### config.mk
export PLATFORM = sky130hd
export DESIGN_NAME = adc_ref_cal_stepper
export DESIGN_NICKNAME = d
export VERILOG_FILES = /design/src/rtl/adc_ref_cal_pkg.sv /design/src/rtl/adc_ref_cal_regs.sv /design/src/rtl/adc_ref_cal_gate.sv /design/src/rtl/adc_ref_cal_accum.sv /design/src/rtl/adc_ref_cal_stepper.sv
export SDC_FILE = /design/constraint.sdc
export NUM_CORES = 1
export LEC_CHECK = 0
export CAP_MARGIN = 20
export CORE_UTILIZATION = 45
export DETAILED_ROUTE_END_ITERATION = 6
export PLACE_DENSITY = 0.71
export SETUP_SLACK_MARGIN = 0.2
export SYNTH_ARGS = -nofsm -noshare
export SYNTH_HDL_FRONTEND = slang
export SYNTH_SLANG_ARGS = --single-unit
export TNS_END_PERCENT = 30
### constraint.sdc
create_clock -name clk -period 2.8 [get_ports clk]
set_input_delay 0.56 -clock clk [delete_from_list [all_inputs] [get_ports clk]]
set_output_delay 0.56 -clock clk [all_outputs]
set_load 0.005 [all_outputs]
### src/rtl/adc_ref_cal_pkg.sv
// Shared types for the reference calibration stepper.
// Assumes byte-wide registers and a 2-bit register address.
package adc_ref_cal_pkg;
    localparam int STEP_W = 8;
    localparam int ADDR_W = 2;

    localparam logic [ADDR_W-1:0] ADDR_CTRL = 2'd0;
    localparam logic [ADDR_W-1:0] ADDR_UP   = 2'd1;
    localparam logic [ADDR_W-1:0] ADDR_DN   = 2'd2;

    typedef enum logic {
        WIN_TRACK = 1'b0,
        WIN_RXEN  = 1'b1
    } win_e;

    typedef struct packed {
        logic              cal_en;
        win_e              win;
        logic [STEP_W-1:0] step_up;
        logic [STEP_W-1:0] step_dn;
    } cal_cfg_t;
endpackage

### src/rtl/adc_ref_cal_regs.sv
// Configuration registers: control (enable, window), up step, down step.
// Assumes one write per cycle; writes to unmapped addresses are dropped.
module adc_ref_cal_regs
    import adc_ref_cal_pkg::*;
(
    input  logic              clk,
    input  logic              rst_n,
    input  logic              cfg_wr,
    input  logic [ADDR_W-1:0] cfg_addr,
    input  logic [STEP_W-1:0] cfg_wdata,
    output cal_cfg_t          cfg
);
    // Register file update with synchronous clear.
    always_ff @(posedge clk) begin
        if (!rst_n) begin
            cfg <= '0;
        end else if (cfg_wr) begin
            case (cfg_addr)
                ADDR_CTRL: begin
                    cfg.cal_en <= cfg_wdata[0];
                    cfg.win    <= win_e'(cfg_wdata[1]);
                end
                ADDR_UP:   cfg.step_up <= cfg_wdata;
                ADDR_DN:   cfg.step_dn <= cfg_wdata;
                default:   ;
            endcase
        end
    end
endmodule

### src/rtl/adc_ref_cal_gate.sv
// Decides whether the current comparison strobe may move the level.
// Assumes the strobe and the receive status are sampled in the same cycle.
module adc_ref_cal_gate
    import adc_ref_cal_pkg::*;
(
    input  cal_cfg_t cfg,
    input  logic     rx_en,
    input  logic     rx_track,
    input  logic     cmp_valid,
    output logic     upd
);
    logic win_open;

    // Select the update window, then qualify with enable and strobe.
    always_comb begin
        win_open = (cfg.win == WIN_RXEN) ? rx_en : rx_track;
        upd      = cfg.cal_en && win_open && cmp_valid;
    end
endmodule

### src/rtl/adc_ref_cal_accum.sv
// Saturating level accumulator. The down byte is the low byte of a 9-bit
// negative number, so the applied change is (byte - 256).
// Assumes LEVEL_W > STEP_W + 1 so one step never spans the range twice.
module adc_ref_cal_accum #(
    parameter int LEVEL_W = 12,
    parameter int STEP_W  = 8
) (
    input  logic               clk,
    input  logic               rst_n,
    input  logic               upd,
    input  logic               go_down,
    input  logic [STEP_W-1:0]  step_up,
    input  logic [STEP_W-1:0]  step_dn,
    output logic [LEVEL_W-1:0] level
);
    localparam int SUM_W = LEVEL_W + 2;
    localparam logic [LEVEL_W-1:0] MID = LEVEL_W'(1) << (LEVEL_W - 1);
    localparam logic [LEVEL_W-1:0] MAX = {LEVEL_W{1'b1}};

    logic signed [SUM_W-1:0] delta;
    logic signed [SUM_W-1:0] sum;
    logic [LEVEL_W-1:0]      nxt;

    // Form the signed step and clamp the sum to the level range.
    always_comb begin
        if (go_down)
            delta = $signed({{(SUM_W-STEP_W){1'b1}}, step_dn});
        else
            delta = $signed({{(SUM_W-STEP_W){1'b0}}, step_up});
        sum = $signed({2'b00, level}) + delta;
        if (sum < 0)
            nxt = '0;
        else if (sum > $signed({2'b00, MAX}))
            nxt = MAX;
        else
            nxt = sum[LEVEL_W-1:0];
    end

    // Level register, mid-scale after reset.
    always_ff @(posedge clk) begin
        if (!rst_n)
            level <= MID;
        else if (upd)
            level <= nxt;
    end
endmodule

### src/rtl/adc_ref_cal_stepper.sv
// Top of the reference calibration stepper: registers, update gate and
// saturating accumulator. Assumes the comparator strobes at most once a cycle.
module adc_ref_cal_stepper
    import adc_ref_cal_pkg::*;
#(
    parameter int LEVEL_W = 12
) (
    input  logic               clk,
    input  logic               rst_n,
    input  logic               cfg_wr,
    input  logic [1:0]         cfg_addr,
    input  logic [7:0]         cfg_wdata,
    input  logic               rx_en,
    input  logic               rx_track,
    input  logic               cmp_valid,
    input  logic               cmp_high,
    output logic [LEVEL_W-1:0] ref_level
);
    cal_cfg_t cfg;
    logic     upd;

    adc_ref_cal_regs u_regs (
        .clk       (clk),
        .rst_n     (rst_n),
        .cfg_wr    (cfg_wr),
        .cfg_addr  (cfg_addr),
        .cfg_wdata (cfg_wdata),
        .cfg       (cfg)
    );

    adc_ref_cal_gate u_gate (
        .cfg       (cfg),
        .rx_en     (rx_en),
        .rx_track  (rx_track),
        .cmp_valid (cmp_valid),
        .upd       (upd)
    );

    adc_ref_cal_accum #(
        .LEVEL_W (LEVEL_W),
        .STEP_W  (STEP_W)
    ) u_accum (
        .clk     (clk),
        .rst_n   (rst_n),
        .upd     (upd),
        .go_down (cmp_high),
        .step_up (cfg.step_up),
        .step_dn (cfg.step_dn),
        .level   (ref_level)
    );
endmodule

# Yosys cells after proc, flatten, opt, wreduce, memory -nomap -nowiden
# Cells that the tools add are included.
# classes
reduce_logical	6
add_sub_neg	1
muxes	4
n_lt_le_gt_ge	2
n_eq_ne	2
# op_table
operator	count
$mux W12	2
$add A13 B14 Y14	1
$gt A14 B13 Y1 const B	1
$lt A14 B1 Y1 const B	1
$mux W14	1
$reduce_and A2 Y1	3
$eq A2 B1 Y1 const B	1
$eq A2 B2 Y1 const B	1
$logic_and A1 B1 Y1	2
$logic_not A2 Y1	1
$mux W1	1
# word_totals
input_bits	17
out_inout_bits	12
regBits	30
wordCells	20

# Depth between registers and ports, before layout
# logic_depth
depth_word	5
depth_mapped	13
mapped_depth_nobuf	11

# By module
# A second synthesis with hierarchy kept.
# hier_totals
cells_unflattened	215
hier_area_um2	1978.1
# modules_own_cells
module	cells_each	area_per_inst_um2	n_inst	seq_area_each_um2
adc_ref_cal_accum	142	1261.2	1	240.2
adc_ref_cal_regs	70	699.4	1	360.3
adc_ref_cal_gate	3	17.5	1	0.0

# Worst setup path after synthesis
# Ideal clock, no wire load.
# synth_timing
kind	input port to flip-flop
from	in cmp_high
to	reg u_accum.level[3]
setup_time_ns	0.070
setup_slack_ns	-0.237
n_path_buf	2
required_time_ns	2.730
arrival_time_ns	2.967
path_stages	13
path_cell_list	clkbuf_1 -> mux2_2 -> ha_1 -> inv_1 -> fa_1 -> nand2b_1 -> a21oi_2 -> o211ai_1 -> a211o_1 -> mux2i_1 -> buf_6 -> o211ai_1 -> a21boi_1
# synth_between
elab_chain_cells	5
elab_cells_between_ends	6
# synth_lines
element	line	rtl
from (decl)	adc_ref_cal_stepper.sv:16	input logic cmp_high,
$mux W14 *	adc_ref_cal_accum.sv:26	if (go_down)
$add A13 B14 Y14 *	adc_ref_cal_accum.sv:30	sum = $signed({2'b00, level}) + delta;
$gt A14 B13 Y1	adc_ref_cal_accum.sv:33	else if (sum > $signed({2'b00, MAX}))
$mux W12	adc_ref_cal_accum.sv:33	
$mux W12 *	adc_ref_cal_accum.sv:31	if (sum < 0)
to (signal assigned)	adc_ref_cal_accum.sv:44	level <= nxt;
to (decl)	adc_ref_cal_accum.sv:14	output logic [LEVEL_W-1:0] level
# Every way passes the cells marked *; elsewhere a longest branch is shown, timed or not.
# A chain may end at the register's enable or synchronous reset.

# Final worst setup path
# layout_timing
from	in cmp_high
to	reg u_accum.level[1]
# Same word-level chain as after synthesis.

==> results.cfg <==
[setup_path]
cp_slowest_cell = fa_2
r2r-end = u_accum.level[1]
cpPeakStageDelay_ns = 0.33
crit_chain = buf_6 -> buf_6 -> mux2_4 -> ha_4 -> inv_2 -> fa_2 -> nand2b_4 -> a21oi_4 -> o211ai_1 -> a211o_1 -> mux2i_2 -> buf_4 -> and2b_4 -> o21ai_2
timing.rr.start = u_regs.cfg[0]
critPathMaxFanout = 5
required_ns = 3.03
crit_path_frequent_cell = buf_6
crit_path_start_kind = input port
worst_setup_path_end_kind = flip-flop
worstPathArrival_ns = 2.93
crit_type = in2reg
crit_start = cmp_high
reg2reg_depth = 12
r2r_setup_slack_ns = 0.32

[global_routing]
grt_pass1_wl_um = 8107
overflow = 0
antenna_found_initial = 0
track_usage_pct = 23.82
grt_pass1_vias = 1791
grt_max_degree = 24

[yosys]
synth_fp_nets = 254
yosysWarnings = 0
netlist_area_um2 = 1991
yosysSeqAreaShare_pct = 30.17
synth_ff_type = dfxtp_1
synth.distinct_cells = 51
async_flop_share_pct = 0
syn_avg_cell_area_um2 = 8.927
synthCells = 223
ys_ff_latch = 30
synth-edff-count = 0

[routing]
viasPerCell = 5.343
drcViolationCount = 0
first_pass_iters = 4
route.layer.met1.wl_um = 2330
antenna_left = 0
wl_met3_um = 223
drtIter0Drc = 55
top_layer = met4
wl_per_cell_um = 14.78
wl_met2_um = 2372
wl_um = 5084
routed-via-count = 1838

[cts]
clk_latency_ns = 0.29
clockBufferDepth = 2
root_buffer = clkbuf_8
htreeDepth = 2
clk_pin_slew_ns = 0.07
cts_sinks = 30
cts-buffers-inserted = 5
cts_tree = yes

[die]
die_h_um = 68.51
die_x_um = 68.51
num_rows = 23
start_util_pct = 48.37
die_area_um2 = 4694
io_pins = 29
coreArea_um2 = 4115

[timing]
tightest_slew_ns = 0.5950
maxSlewHeadroom_pct = 59.83
setup_viol = 0
fin_ws_ns = 0.1036
drv_slew = 0
fin_crit_sh_pct = 96.30
max_freq_mhz = 370.9
min_period_ns = 2.696
rsz0062_at_grt = yes
hold_violations = 0
skew_ns = 0.008057
tns_ns = 0

[final_layout]
layout_common_cells = buf_4 (42), dfxtp_1 (30), clkdlybuf4s50_1 (27), nor2b_1 (20), mux2i_1 (18)
fillers = 333
layout_commonest_cell = buf_4
layoutNonFillerInstCount = 344
final_nets = 324
n_antenna_cell = 0
drive_gt1_share_pct = 29.93
syn2layout_area_growth_pct = 41.67

[pwr]
p_per_area_nw_per_um2 = 352.8
swShare_pct = 26.80
seqPwrFrac_pct = 44.4
p_leak_nw = 1.218
p_switching_uw = 266.6
combPwrFrac_pct = 17.1
ir_drop_uv = 330.7
intPower_uw = 728.3
clock_power_share_pct = 38.5
totalPowerFinal_uw = 994.9

[placement]
port_buffers = 28
dp_hpwl_um = 3663
finalWeightedCongestion = 0.8946
place_ws_ns = -0.5361
placedCellCount = 330

[hold_path]
hold_end = u_accum.level[6]
min_from = u_accum.level[6]
holdCritPathClass = reg2reg
min_path_cells = 2

[run_status]
run_status = finished, final reports clean

[flow_run]
drv_cap = 0
[per-stage QoR]
step                      hold WS (ns)  cell area, µm²  utilization, %
final                           0.4807            2820           68.53
after global routing            0.5114            2820           68.53
after CTS                       0.4820            2764           67.16
after detailed placement        0.4723            2603           63.24
after global placement          0.4654            2603           63.24
after floorplan                 0.4593            2038               -
[cells in the mapped netlist, types with 2 or more instances]
cell type / instances / area, µm²
nor2b_1: 20 / 125.1
nor4_1: 5 / 31.28
a21boi_1: 6 / 45.04
buf_1: 2 / 7.510
dfxtp_1: 30 / 600.6
o21ai_1: 9 / 45.04
o211ai_1: 6 / 45.04
nor3_1: 3 / 15.01
xnor2_1: 5 / 43.79
nor2_2: 2 / 12.51
a31oi_1: 2 / 12.51
clkbuf_1: 5 / 18.77
nand2_1: 16 / 60.06
a21oi_2: 2 / 17.52
mux2_2: 8 / 90.09
inv_1: 7 / 26.28
ha_1: 13 / 162.7
nand2b_1: 3 / 18.77
or3_1: 2 / 12.51
xor2_1: 2 / 17.52
nand3b_1: 2 / 15.01
nand3_1: 3 / 15.01
a21oi_1: 14 / 70.07
nor2_1: 10 / 37.54
mux2i_1: 20 / 200.2
[logic make-up (layout without fill, tap and decap cells)]
family / Yosys count / in the layout / synth area share, %
AO/OA/AOI/OAI: 51 / 51 / 17.03
AND/OR/NAND/NOR: 76 / 76 / 21.69
buffers and inverters: 16 / 87 / 3.457
adder cells (fa/ha/maj): 14 / 14 / 9.177
XOR/XNOR: 8 / 8 / 3.897
flip-flops: 30 / 30 / 30.17
multiplexers: 28 / 28 / 14.58
[state kept, by name, summed over array words and instances (netlist names)]
register / flops
u_accum.level: 12
u_regs.cfg: 18
[how the worst max path moves through the flow]
stage,to,slack [ns]
floorplan,u_accum.level[10],0.12
finish,u_accum.level[1],0.10
CTS,u_accum.level[1],0.14
global placement,u_accum.level[10],-0.47
detailed placement,u_accum.level[1],-0.54
global route,u_accum.level[5],0.03
[worst max-delay path: cells and delay by family]
family	cells	cell delay (ns)
adder cells (fa/ha/maj)	2	0.46
AND/OR/NAND/NOR	2	0.36
multiplexers	2	0.43
AO/OA/AOI/OAI	4	0.67
buffers and inverters	4	0.46
[cell type report]
type / count / area (µm²) / share of cell area [%]
multi-input cells: 177 / 1408 / 49.91
well taps: 50 / 62.56 / 2.218
clock inverters: 2 / 12.51 / 0.4437
repair buffers: 72 / 628.1 / 22.27
inverters: 7 / 26.28 / 0.9317
flip-flops and latches: 30 / 600.6 / 21.30
clock buffers: 6 / 82.58 / 2.928
[routing by layer]
layer	up-vias	GRT usage, %
met1	829	29.60
met3	12	6.086
met4	0	11.46
met2	53	38.11
met5	-	0
li1	944	-
[timing repair]
item,CTS,global route
resized for setup,12,9
gates cloned,2,0
pin swaps,4,9
hold endpoints to repair,0,0
buffers inserted,3,1
hold buffers,0,0
setup endpoints to repair,12,12
[power by group through the flow]
stage                     clock network, mW  registers (mW)  logic [mW]
final                                 0.383           0.442       0.170
after global routing                  0.405           0.443       0.185
after CTS                             0.389           0.442       0.162
after detailed placement                  0           0.452       0.154
after global placement                    0           0.451       0.153
after floorplan                           0           0.450      0.0942
No activity file was read; power rests on OpenSTA's default activity.
